### src/rtl/irq_mbx_pkg.sv
package irq_mbx_pkg;
   typedef enum logic [1:0] {
      SEL_CTRL = 2'd0,
      SEL_IE   = 2'd1,
      SEL_CLR  = 2'd2,
      SEL_NONE = 2'd3
   } reg_sel_e;

   localparam int N_COP_SRC = 4;  // request, timer, dma, nmi
endpackage

### src/rtl/irq_mbx_flag.sv
module irq_mbx_flag #(
   parameter bit SET_WINS = 1'b1
) (
   input  logic clk,
   input  logic rst_n,
   input  logic set_i,
   input  logic clr_i,
   output logic q_o,
   output logic d_o
);
   generate
      if (SET_WINS) begin : g_set_prio
         assign d_o = set_i | (q_o & ~clr_i);
      end else begin : g_clr_prio
         assign d_o = (set_i | q_o) & ~clr_i;
      end
   endgenerate

   always_ff @(posedge clk) begin
      if (!rst_n) q_o <= 1'b0;
      else        q_o <= d_o;
   end
endmodule

### src/rtl/irq_mbx_host.sv
module irq_mbx_host #(
   parameter int DATA_W   = 8,
   parameter int MSG_W    = 4,
   parameter bit SET_WINS = 1'b1
) (
   input  logic              clk,
   input  logic              rst_n,
   input  logic              ie_we,
   input  logic              clr_we,
   input  logic [DATA_W-1:0] wdata,
   input  logic              ctrl_we,
   input  logic [DATA_W-1:0] ctrl_data,
   input  logic              cdma_evt,
   output logic [DATA_W-1:0] flags_o,
   output logic              irq_o
);
   localparam int B_REQ  = DATA_W - 1;
   localparam int B_IVS  = DATA_W - 2;
   localparam int B_CDMA = DATA_W - 3;
   localparam int B_NVS  = DATA_W - 4;

   logic fl_req, fl_cdma, nx_req, nx_cdma;
   logic en_req_q, en_cdma_q, en_req_d, en_cdma_d;
   logic rise_req, rise_cdma, set_req, line_set, line_rel;
   logic ivs_q, nvs_q, line_q;
   logic [MSG_W-1:0] msg_q;
   logic unused_bits;

   assign set_req = ctrl_we & ctrl_data[B_REQ];

   irq_mbx_flag #(.SET_WINS(SET_WINS)) u_req (
      .clk(clk), .rst_n(rst_n), .set_i(set_req),
      .clr_i(clr_we & wdata[B_REQ]), .q_o(fl_req), .d_o(nx_req));

   irq_mbx_flag #(.SET_WINS(SET_WINS)) u_cdma (
      .clk(clk), .rst_n(rst_n), .set_i(cdma_evt),
      .clr_i(clr_we & wdata[B_CDMA]), .q_o(fl_cdma), .d_o(nx_cdma));

   assign en_req_d  = ie_we ? wdata[B_REQ]  : en_req_q;
   assign en_cdma_d = ie_we ? wdata[B_CDMA] : en_cdma_q;
   assign rise_req  = en_req_d  & ~en_req_q;
   assign rise_cdma = en_cdma_d & ~en_cdma_q;

   // raise on a new enabled event, or on enabling an already pending flag
   assign line_set = (set_req & en_req_d) | (cdma_evt & en_cdma_d)
                   | (rise_req & fl_req) | (rise_cdma & fl_cdma);
   // release only when a clear leaves nothing pending
   assign line_rel = clr_we & ~nx_req & ~nx_cdma;

   always_ff @(posedge clk) begin
      if (!rst_n) begin
         en_req_q  <= 1'b0;
         en_cdma_q <= 1'b0;
         ivs_q     <= 1'b0;
         nvs_q     <= 1'b0;
         msg_q     <= '0;
         line_q    <= 1'b0;
      end else begin
         en_req_q  <= en_req_d;
         en_cdma_q <= en_cdma_d;
         if (ctrl_we) begin
            ivs_q <= ctrl_data[B_IVS];
            nvs_q <= ctrl_data[B_NVS];
            msg_q <= ctrl_data[MSG_W-1:0];
         end
         if (line_set)      line_q <= 1'b1;
         else if (line_rel) line_q <= 1'b0;
      end
   end

   assign flags_o     = {fl_req, ivs_q, fl_cdma, nvs_q, msg_q};
   assign irq_o       = line_q;
   assign unused_bits = ^{wdata, ctrl_data};
endmodule

### src/rtl/irq_mbx_cop.sv
module irq_mbx_cop
   import irq_mbx_pkg::*;
#(
   parameter int DATA_W   = 8,
   parameter int MSG_W    = 4,
   parameter bit SET_WINS = 1'b1
) (
   input  logic              clk,
   input  logic              rst_n,
   input  logic              ie_we,
   input  logic              clr_we,
   input  logic [DATA_W-1:0] wdata,
   input  logic              ctrl_we,
   input  logic [DATA_W-1:0] ctrl_data,
   input  logic              timer_evt,
   input  logic              dma_evt,
   output logic [DATA_W-1:0] flags_o,
   output logic              irq_o,
   output logic              nmi_o
);
   localparam int B_TOP = DATA_W - 1;
   localparam int B_NMI = DATA_W - 4;

   // index 3 request, 2 timer, 1 dma, 0 nmi
   logic [N_COP_SRC-1:0] fl, nx, set_v, clr_v, en_q;
   logic [MSG_W-1:0]     msg_q;
   logic                 unused_bits;

   assign set_v = {ctrl_we & ctrl_data[B_TOP], timer_evt, dma_evt,
                   ctrl_we & ctrl_data[B_NMI]};
   assign clr_v = {N_COP_SRC{clr_we}} & wdata[B_TOP -: N_COP_SRC];

   generate
      for (genvar k = 0; k < N_COP_SRC; k++) begin : g_src
         irq_mbx_flag #(.SET_WINS(SET_WINS)) u_fl (
            .clk(clk), .rst_n(rst_n), .set_i(set_v[k]), .clr_i(clr_v[k]),
            .q_o(fl[k]), .d_o(nx[k]));
      end
   endgenerate

   always_ff @(posedge clk) begin
      if (!rst_n) begin
         en_q  <= '0;
         msg_q <= '0;
      end else begin
         if (ie_we)   en_q  <= wdata[B_TOP -: N_COP_SRC];
         if (ctrl_we) msg_q <= ctrl_data[MSG_W-1:0];
      end
   end

   assign flags_o     = {fl, msg_q};
   assign irq_o       = |(fl[N_COP_SRC-1:1] & en_q[N_COP_SRC-1:1]);
   assign nmi_o       = fl[0] & en_q[0];
   assign unused_bits = ^{nx, wdata, ctrl_data};
endmodule

### src/rtl/irq_mbx_ctrl.sv
module irq_mbx_ctrl
   import irq_mbx_pkg::*;
#(
   parameter int DATA_W   = 8,
   parameter int MSG_W    = 4,
   parameter bit SET_WINS = 1'b1
) (
   input  logic              clk,
   input  logic              rst_n,
   input  logic              host_we,
   input  logic [1:0]        host_sel,
   input  logic [DATA_W-1:0] host_wdata,
   input  logic              cop_we,
   input  logic [1:0]        cop_sel,
   input  logic [DATA_W-1:0] cop_wdata,
   input  logic              cdma_done,
   input  logic              timer_tick,
   input  logic              dma_done,
   output logic [DATA_W-1:0] host_flags,
   output logic [DATA_W-1:0] cop_flags,
   output logic              host_irq,
   output logic              cop_irq,
   output logic              cop_nmi
);
   generate
      if (DATA_W != MSG_W + 4) begin : g_bad_width
         $error("irq_mbx_ctrl: DATA_W must equal MSG_W + 4");
      end
      if (MSG_W < 1) begin : g_bad_msg
         $error("irq_mbx_ctrl: MSG_W must be at least 1");
      end
   endgenerate

   logic h_ctrl, h_ie, h_clr, c_ctrl, c_ie, c_clr;

   assign h_ctrl = host_we & (reg_sel_e'(host_sel) == SEL_CTRL);
   assign h_ie   = host_we & (reg_sel_e'(host_sel) == SEL_IE);
   assign h_clr  = host_we & (reg_sel_e'(host_sel) == SEL_CLR);
   assign c_ctrl = cop_we  & (reg_sel_e'(cop_sel)  == SEL_CTRL);
   assign c_ie   = cop_we  & (reg_sel_e'(cop_sel)  == SEL_IE);
   assign c_clr  = cop_we  & (reg_sel_e'(cop_sel)  == SEL_CLR);

   irq_mbx_host #(.DATA_W(DATA_W), .MSG_W(MSG_W), .SET_WINS(SET_WINS)) u_host (
      .clk(clk), .rst_n(rst_n),
      .ie_we(h_ie), .clr_we(h_clr), .wdata(host_wdata),
      .ctrl_we(c_ctrl), .ctrl_data(cop_wdata),
      .cdma_evt(cdma_done),
      .flags_o(host_flags), .irq_o(host_irq));

   irq_mbx_cop #(.DATA_W(DATA_W), .MSG_W(MSG_W), .SET_WINS(SET_WINS)) u_cop (
      .clk(clk), .rst_n(rst_n),
      .ie_we(c_ie), .clr_we(c_clr), .wdata(cop_wdata),
      .ctrl_we(h_ctrl), .ctrl_data(host_wdata),
      .timer_evt(timer_tick), .dma_evt(dma_done),
      .flags_o(cop_flags), .irq_o(cop_irq), .nmi_o(cop_nmi));
endmodule

### config.mk
export PLATFORM = sky130hd
export DESIGN_NAME = irq_mbx_ctrl
export DESIGN_NICKNAME = d
export VERILOG_FILES = /design/src/rtl/irq_mbx_pkg.sv /design/src/rtl/irq_mbx_flag.sv /design/src/rtl/irq_mbx_host.sv /design/src/rtl/irq_mbx_cop.sv /design/src/rtl/irq_mbx_ctrl.sv
export SDC_FILE = /design/constraint.sdc
export NUM_CORES = 1
export LEC_CHECK = 0
export ABC_AREA = 1
export CAP_MARGIN = 20
export CORE_MARGIN = 4
export CORE_UTILIZATION = 36
export CTS_BUF_LIST = sky130_fd_sc_hd__clkbuf_8 sky130_fd_sc_hd__clkbuf_16
export CTS_CLUSTER_SIZE = 24
export DETAILED_ROUTE_END_ITERATION = 10
export HOLD_SLACK_MARGIN = 0.08
export PLACE_DENSITY_LB_ADDON = 0.25
export SLEW_MARGIN = 20
export SYNTH_ARGS = -nofsm -noshare
export SYNTH_HDL_FRONTEND = slang
export SYNTH_SLANG_ARGS = --single-unit
### constraint.sdc
create_clock -name clk -period 1.01 [get_ports clk]
set_clock_uncertainty 0.15 [all_clocks]
set_input_delay 0.202 -clock clk [delete_from_list [all_inputs] [get_ports clk]]
set_output_delay 0.202 -clock clk [all_outputs]
set_load 0.05 [all_outputs]
==> results of run 1 <==
==> power groups by stage <==
| stage | Clock, mW | Sequential (mW) | Combinational, mW |
|---|---|---|---|
| after floorplan | 0 | 1.07 | 0.207 |
| after global placement | 0 | 1.01 | 0.594 |
| after detailed placement | 0 | 1.02 | 0.606 |
| after CTS | 0.576 | 1.01 | 0.647 |
| after global routing | 0.616 | 1.01 | 0.731 |
| final | 0.580 | 1.01 | 0.694 |
==> layer usage <==
layer,track usage (%),vias up
met2,35.1,38
li1,-,570
met3,5.11,5
met1,21.3,552
met4,7.43,0
met5,0,-
==> worst paths after layout <==
kind                                                      to                          startpoint  cells past startpoint
worst min register to register    u_cop.en_q[3]$_SDFFE_PN0P_          u_cop.en_q[3]$_SDFFE_PN0P_                      2
worst max register to register     u_host.irq_o$_SDFFE_PN0P_         u_host.u_req.q_o$_SDFF_PN0_                      7
worst max-delay path                                 cop_nmi  u_cop.g_src[0].u_fl.q_o$_SDFF_PN0_                      3
worst min-delay path            u_host.u_cdma.q_o$_SDFF_PN0_                           cdma_done                      3
==> worst max-delay path, cell delays in order, from the launching register on <==
cell	delay, ns
dfxtp_2	0.33
nand2_2	0.09
clkinvlp_4	0.11
buf_12	0.15
==> placed cells by master, fill, tap and decap left out <==
cell              n
nand4_1           2
nor2_4            4
inv_1            12
clkdlybuf4s50_1  14
dfxtp_4           1
nand3_4           2
clkinv_1          1
nand2_1           8
a21oi_2           3
dfxtp_1           2
dlygate4sd2_1     6
o21ai_1          10
a21oi_1           9
inv_2             4
dfxtp_2          20
clkdlybuf4s15_2   4
clkbuf_2          1
o21ai_2           5
o21ai_0           6
buf_6            10
nand2_2          11
inv_4             3
clkinvlp_4        1
nor2_2            1
clkinv_2          1
buf_4            18
nand2_4           1
clkbuf_8          3
nand3_2           1
nand3_1           2
o211ai_1          1
nor2_1           20
buf_12           19
==> cell type report <==
type / instances / area, um2 / area share, %
inverter: 21 / 90.1 / 4.41
multi-input combinational: 86 / 507 / 24.8
tap: 30 / 37.5 / 1.84
clock buffer: 3 / 41.3 / 2.02
timing repair buffer: 72 / 871 / 42.7
clock inverter: 1 / 5.00 / 0.245
sequential: 23 / 489 / 24.0
==> per-stage QoR <==
stage	instance area, um2	setup slack [ns]	std cells
6_report	2040	-0.289	236
5_1_grt	2040	-0.309	236
4_1_cts	1960	-0.272	234
3_5_place_dp	1770	-0.588	222
3_3_place_gp	1770	-0.504	222
2_1_floorplan	1030	0.00155	139
==> state kept, by name (all words and copies together) (netlist names) <==
| register | flops |
|---|---|
| u_cop.en_q | 4 |
| u_cop.g_src.u_fl.q_o | 4 |
| u_cop.msg_q | 4 |
| u_host.en_cdma_q | 1 |
| u_host.en_req_q | 1 |
| u_host.irq_o | 1 |
| u_host.ivs_q | 1 |
| u_host.msg_q | 4 |
| u_host.nvs_q | 1 |
| u_host.u_cdma.q_o | 1 |
| u_host.u_req.q_o | 1 |
==> what timing repair did <==
action | CTS | global route
pin swaps | 12 | 8
endpoints found under the setup margin | 42 | 34
gates resized for setup | 58 | 30
setup buffers | 8 | 2
==> cells by family (layout without fill, tap and decap cells) <==
logic type / Yosys count / count (layout) / synth area share [%]
flops: 23 / 23 / 45.5
simple gates: 52 / 52 / 22.2
buf+inv: 30 / 97 / 14.1
compound gates: 34 / 34 / 18.2
==> results_dict.tcl, run 1 <==
set metrics [dict create \
    status "finished, violations left" \
    violations "negative setup slack" \
    synth_area_mm2 0.00101 \
    synth.largest_area_cell "dfxtp_1" \
    postCtsHoldBufs 0 \
    peakVddDrop_mv 1.02 \
    min_path_type "in2reg" \
    yosysWarnings 0 \
    clock_latency_ns 0.27 \
    rows 18 \
    synthArstFlopShare_pct 0 \
    root_buffer "clkbuf_8" \
    place_congestion 0.893 \
    power_leakage_nw 0.889 \
    tightest_slew_ns 0.273 \
    clkPwrFrac_pct 25.4 \
    firstDrtPassIters 6 \
    hpwl_um 2200 \
    power_density_mw_per_mm2 1120 \
    cts_tree "built" \
    cp.required_ns 0.66 \
    die_y_um 61.0 \
    synth_edf_count 0 \
    dr_wl_met3_um 231 \
    ys.flop_type "dfxtp_1" \
    synth.distinct_cells 19 \
    grt_pass1_wl_um 5210 \
    comb_power_share_pct 30.4 \
    finalSetupTns_ns -3.11 \
    wl_per_cell_um 15.3 \
    cap_violations 0 \
    fin_util_pct 79.5 \
    rrSetupSlack_ns -0.07 \
    internal_power_mw 1.59 \
    clock_path_buffers 2 \
    synth_seq_area_share_pct 45.5 \
    fin_hold_ws_ns 0.183 \
    slew-limit-headroom_pct 81.6 \
    cts_made_buffers 3 \
    cp.arrival_ns 0.95 \
    path_clk_slew_ns 0.08 \
    setup_viol 22 \
    drt_wl_total_um 3600 \
    drc 0 \
    cts_sinks 23 \
    ys_ff_latch 23 \
    cts_max_level 1 \
    core_area_mm2 0.00257 \
    avgViaCountPerCell 4.94 \
    grt_max_degree 14 \
    met1Wirelength_um 1380 \
    die_area_mm2 0.00372 \
    path_class "reg2out" \
    io_pins 46 \
    syn_nets 166 \
    antenna_found_initial 0 \
    worst-path-max-fanout 2 \
    met2_length_um 1950 \
    highest_layer "met4" \
    cp-end-kind "output pin" \
    area_growth_pct 102 \
    n_antenna_cell 0 \
    fin_ws_ns -0.289 \
    p_total_mw 2.28 \
    ant_nets 0 \
    netlist_instances 139 \
    grt_pass1_vias 1140 \
    p_switching_mw 0.690 \
    synth_area_per_cell_um2 7.27 \
    rsz0062_at_grt "yes" \
    fp.dieW_um 61.0 \
    synth_top_area_share_pct 45.5 \
    swShare_pct 30.2 \
    via_count 1165 \
    io_buffers 44 \
    slew_viol_final 0 \
    finalHoldViolCount 0 \
    finalCritPeriodShare_pct 129 \
    yosys-top-cells-area "dfxtp_1, nor2_1, nand2_1" \
    fmax_ghz 0.770 \
    drive_gt1_share_pct 54.9 \
    nets 234 \
    finalCriticalPeriod_ns 1.30 \
    overflow 0 \
    drt-initial-drc-count 60 \
    pwr-share-seq_pct 44.2 \
    grt.total_usage_pct 19.3 \
    initial_core_util_pct 39.4 \
    synthTopCellsByCount "dfxtp_1, nor2_1, nand2_1" \
    crit_path_start_kind "flip-flop" \
    nFillCells 178 \
]
(Power assumes the default switching activity.)
==> run 2: changes to the inputs <==
--- a/config.mk
+++ b/config.mk
@@ -7,6 +7,7 @@
 export LEC_CHECK = 0
 export ABC_AREA = 1
 export CAP_MARGIN = 20
+export CORE_ASPECT_RATIO = 0.9
 export CORE_MARGIN = 4
 export CORE_UTILIZATION = 36
 export CTS_BUF_LIST = sky130_fd_sc_hd__clkbuf_8 sky130_fd_sc_hd__clkbuf_16
@@ -14,7 +15,7 @@
 export DETAILED_ROUTE_END_ITERATION = 10
 export HOLD_SLACK_MARGIN = 0.08
 export PLACE_DENSITY_LB_ADDON = 0.25
-export SLEW_MARGIN = 20
+export SLEW_MARGIN = 10
 export SYNTH_ARGS = -nofsm -noshare
 export SYNTH_HDL_FRONTEND = slang
 export SYNTH_SLANG_ARGS = --single-unit
==> run 2 against run 1 <==
Net effect:
- the flow still finishes with violations (negative setup slack)
- clock-buffer cell count is the same
- total power shrank 3.3%
- setup slack gained 0.027 ns
- clock power shrank 4.0%
- sequential share of layout area grew 1.1 points
- cell count grew 0.42%
- utilization shrank 4.0 points
- sequential power is essentially flat
- non-clock buffer count shrank 7
- global-route usage shrank 3.5 points
- critical endpoint unchanged
==> results_dict.tcl, run 2 (synthesized netlist as in run 1, its figures left out) <==
set metrics [dict create \
    cap_violations 0 \
    highest_layer "met4" \
    final_cell_mix "nor2_1, buf_12, dfxtp_2, clkdlybuf4s50_1, inv_1" \
    initial_core_util_pct 39.3 \
    tightest_slew_ns 0.228 \
    power_leakage_nw 0.858 \
    met2_length_um 1540 \
    root_buffer "clkbuf_8" \
    die_y_um 58.3 \
    grt_pass1_vias 1092 \
    grt.total_usage_pct 15.8 \
    core_area_mm2 0.00257 \
    power_density_mw_per_mm2 1140 \
    dr_wl_met3_um 216 \
    avgViaCountPerCell 4.63 \
    p_total_mw 2.21 \
    rows 17 \
    cp-end-kind "output pin" \
    fin_ws_ns -0.262 \
    die_area_mm2 0.00372 \
    hpwl_um 2130 \
    antenna_found_initial 0 \
    nFillCells 197 \
    status "finished, violations left" \
    fin_cells 237 \
    met1Wirelength_um 1110 \
    finalCriticalPeriod_ns 1.27 \
    clock_path_buffers 2 \
    io_pins 46 \
    design_area_mm2 0.00194 \
    dp_cells 229 \
    cts_max_level 1 \
    postCtsHoldBufs 0 \
    fp.dieW_um 63.9 \
    min_path_type "in2reg" \
    fmax_ghz 0.786 \
    peakVddDrop_mv 1.01 \
    cts_sinks 23 \
    drc 0 \
    drt-initial-drc-count 31 \
    cp.required_ns 0.66 \
    via_count 1097 \
    path_clk_slew_ns 0.08 \
    grt_max_degree 13 \
    drive_gt1_share_pct 47.7 \
    overflow 0 \
    path_class "reg2out" \
    rsz0062_at_grt "yes" \
    place_congestion 0.787 \
    io_buffers 44 \
    clock_latency_ns 0.26 \
    cp.arrival_ns 0.92 \
    cts_tree "built" \
    setup_viol 20 \
    slew-limit-headroom_pct 84.7 \
    worst-path-max-fanout 2 \
    hold_depth 3 \
    firstDrtPassIters 4 \
    r2r_cells 5 \
    drt_wl_total_um 2910 \
    ant_nets 0 \
    cts_made_buffers 3 \
    area_growth_pct 92.2 \
    n_antenna_cell 0 \
    nets 227 \
    slew_viol_final 0 \
    finalHoldViolCount 0 \
    pre_cts_ws_ns -0.599 \
    wl_per_cell_um 12.3 \
    crit_path_start_kind "flip-flop" \
    grt_pass1_wl_um 4610 \
    violations "negative setup slack" \
    finalCritPeriodShare_pct 126 \
    placedInstanceArea_mm2 0.00177 \
]
## run 2: worst paths after layout
path	startpoint	to	slack (ns)
max	u_cop.g_src[0].u_fl.q_o$_SDFF_PN0_	cop_nmi	-0.26
min	cop_wdata[7]	u_host.u_req.q_o$_SDFF_PN0_	0.15
max reg2reg	u_host.u_req.q_o$_SDFF_PN0_	u_host.irq_o$_SDFFE_PN0P_	-0.08
min reg2reg	u_host.msg_q[2]$_SDFFE_PN0N_	u_host.msg_q[2]$_SDFFE_PN0N_	0.36
## run 2: per-stage QoR
step	hold slack [ns]	setup TNS (ns)	util (%)
2_1_floorplan	0.186	0	-
3_3_place_gp	0.317	-9.65	68.7
3_5_place_dp	0.339	-10.48	68.7
4_1_cts	0.233	-2.96	72.9
5_1_grt	0.159	-3.51	75.5
6_report	0.150	-2.83	75.5
## run 2: worst max-delay path, cell delays in order (launching register included)
cell and delay (ns):
dfxtp_2 0.33, nand2_2 0.08, clkinvlp_4 0.09, buf_12 0.15
## run 2: layer usage
layer | vias up | GRT usage [%]
met1 | 500 | 16.7
met5 | - | 0
met2 | 35 | 28.6
li1 | 558 | -
met4 | 0 | 3.69
met3 | 4 | 7.17
## run 2: what timing repair did
item,CTS,global route
setup buffers,2,2
gates resized for setup,40,30
pin swaps,9,13
setup endpoints to repair,42,35
## run 2: cell type report
type                            instances  area, um2  area share [%]
Timing Repair Buffer                   65        803            41.3
Sequential cell                        23        487            25.0
Multi-Input combinational cell         86        473            24.3
Inverter                               21       87.6            4.51
Tap cell                               38       47.5            2.45
Clock buffer                            3       41.3            2.12
Clock inverter                          1       3.75           0.193
## run 2: report_power, final
group	switching, mW	total [mW]	internal (mW)
Combinational	0.313	0.644	0.331
Sequential	0.0439	1.01	0.962
Clock	0.286	0.557	0.271
==> run 3: changes to the inputs <==
--- a/config.mk
+++ b/config.mk
@@ -15,6 +15,7 @@
 export DETAILED_ROUTE_END_ITERATION = 10
 export HOLD_SLACK_MARGIN = 0.08
 export PLACE_DENSITY_LB_ADDON = 0.25
+export SKIP_LAST_GASP = 1
 export SLEW_MARGIN = 10
 export SYNTH_ARGS = -nofsm -noshare
 export SYNTH_HDL_FRONTEND = slang
==> run 3 against run 2 <==
Net effect:
- wire length fell by 0.48%
- the run still ends with negative setup slack left
- maximum frequency rose by 0.12%
- total power hardly changed
- critical endpoint unchanged
==> results_dict.tcl, run 3 (synthesized netlist as in run 1, its figures left out) <==
set metrics [dict create \
    peakVddDrop_mv 1.14 \
    worst-path-max-fanout 2 \
    cp.required_ns 0.66 \
    drt_wl_total_um 2890 \
    drt-initial-drc-count 45 \
    n_antenna_cell 0 \
    drc 0 \
    slew_viol_final 0 \
    grt_pass1_vias 1097 \
    rows 17 \
    setup_viol 20 \
    cts_made_buffers 3 \
    pwr-share-seq_pct 45.5 \
    area_growth_pct 92.9 \
    finalCritPeriodShare_pct 126 \
    internal_power_mw 1.57 \
    die_y_um 58.3 \
    clock_latency_ns 0.26 \
    cts_sinks 23 \
    fin_ws_ns -0.260 \
    postCtsHoldBufs 0 \
    io_pins 46 \
    slew-limit-headroom_pct 83.6 \
    cp-end-kind "output pin" \
    grt_max_degree 13 \
    cts_max_level 1 \
    clock_path_buffers 2 \
    finalCriticalPeriod_ns 1.27 \
    swShare_pct 29.1 \
    grt_pass1_wl_um 4640 \
    fmax_ghz 0.787 \
    root_buffer "clkbuf_8" \
    cap_violations 0 \
    finalSetupTns_ns -2.80 \
    grt.total_usage_pct 15.9 \
    io_buffers 44 \
    path_class "reg2out" \
    cts_tree "built" \
    fin_util_pct 75.8 \
    fin_hold_ws_ns 0.142 \
    cp.arrival_ns 0.92 \
    finalHoldViolCount 0 \
    comb_power_share_pct 29.3 \
    power_leakage_nw 0.874 \
    die_area_mm2 0.00372 \
    min_path_type "in2reg" \
    ant_nets 0 \
    p_switching_mw 0.642 \
    clkPwrFrac_pct 25.2 \
    nFillCells 189 \
    violations "negative setup slack" \
    via_count 1099 \
    crit_path_start_kind "flip-flop" \
    multiInputGateArea_um2 473 \
    initial_core_util_pct 39.3 \
    final_cell_mix "nor2_1, buf_12, dfxtp_2, clkdlybuf4s50_1, inv_1" \
    rsz0062_at_grt "yes" \
    status "finished, violations left" \
    antenna_found_initial 0 \
    avgViaCountPerCell 4.64 \
    drive_gt1_share_pct 47.2 \
    tightest_slew_ns 0.245 \
    overflow 0 \
    path_clk_slew_ns 0.08 \
    p_total_mw 2.21 \
    hpwl_um 2130 \
    fp.dieW_um 63.9 \
    wl_per_cell_um 12.2 \
    place_congestion 0.787 \
    core_area_mm2 0.00257 \
    nets 227 \
    regArea_um2 487 \
    firstDrtPassIters 4 \
    power_density_mw_per_mm2 1130 \
]
run 3: cell count changes in the layout (fill, tap and decap cells not counted), sizes merged:
cell	previous run	this run
dlygate4sd2	5	3
dlymetal6s2s	1	3
run 3: through the flow:
step	cell area [um2]	cells	setup WS (ns)
5_1_grt	1950	237	-0.304
6_report	1950	237	-0.260
3_5_place_dp	1770	229	-0.599
4_1_cts	1880	235	-0.266
3_3_place_gp	1770	229	-0.522
2_1_floorplan	1030	139	0.00155
run 3: area by class of cell:
class	instances	share of cell area, %
clock inverters	1	0.192
multi-input cells	86	24.2
well taps	38	2.44
repair buffers	65	41.6
inverters	21	4.49
clock buffers	3	2.12
flip-flops and latches	23	25.0
run 3: worst max-delay path: stages (launching register included):
cell and delay [ns]:
dfxtp_2 0.33, nand2_2 0.08, clkinvlp_4 0.09, buf_12 0.15
run 3: power groups by stage:
stage / Combinational (mW) / Sequential, mW / Clock [mW]
after detailed placement: 0.604 / 1.01 / 0
after global routing: 0.688 / 1.01 / 0.611
after floorplan: 0.207 / 1.07 / 0
final: 0.646 / 1.01 / 0.557
after global placement: 0.593 / 1.01 / 0
after CTS: 0.617 / 1.00 / 0.573
run 3: metal layers:
metal,vias to the layer above,share of wire [%],track usage (%)
li1,557,-,-
met1,501,39,17.0
met2,39,53,28.6
met3,2,8.3,7.17
met4,0,0.41,3.69
met5,-,0,0
run 3: worst paths after layout:
path,slack [ns],depth (start not counted),start,to
min,0.14,4,host_wdata[5],u_host.u_cdma.q_o$_SDFF_PN0_
max,-0.26,3,u_cop.g_src[0].u_fl.q_o$_SDFF_PN0_,cop_nmi
max reg2reg,-0.05,4,u_host.u_cdma.q_o$_SDFF_PN0_,u_host.irq_o$_SDFFE_PN0P_
min reg2reg,0.36,2,u_host.msg_q[2]$_SDFFE_PN0N_,u_host.msg_q[2]$_SDFFE_PN0N_
run 3: what timing repair did:
item,4_1_cts,5_1_grt
cloned,0,0
resized for setup,38,31
setup buffers,2,2
endpoints found under the setup margin,42,38
pin swaps,8,11
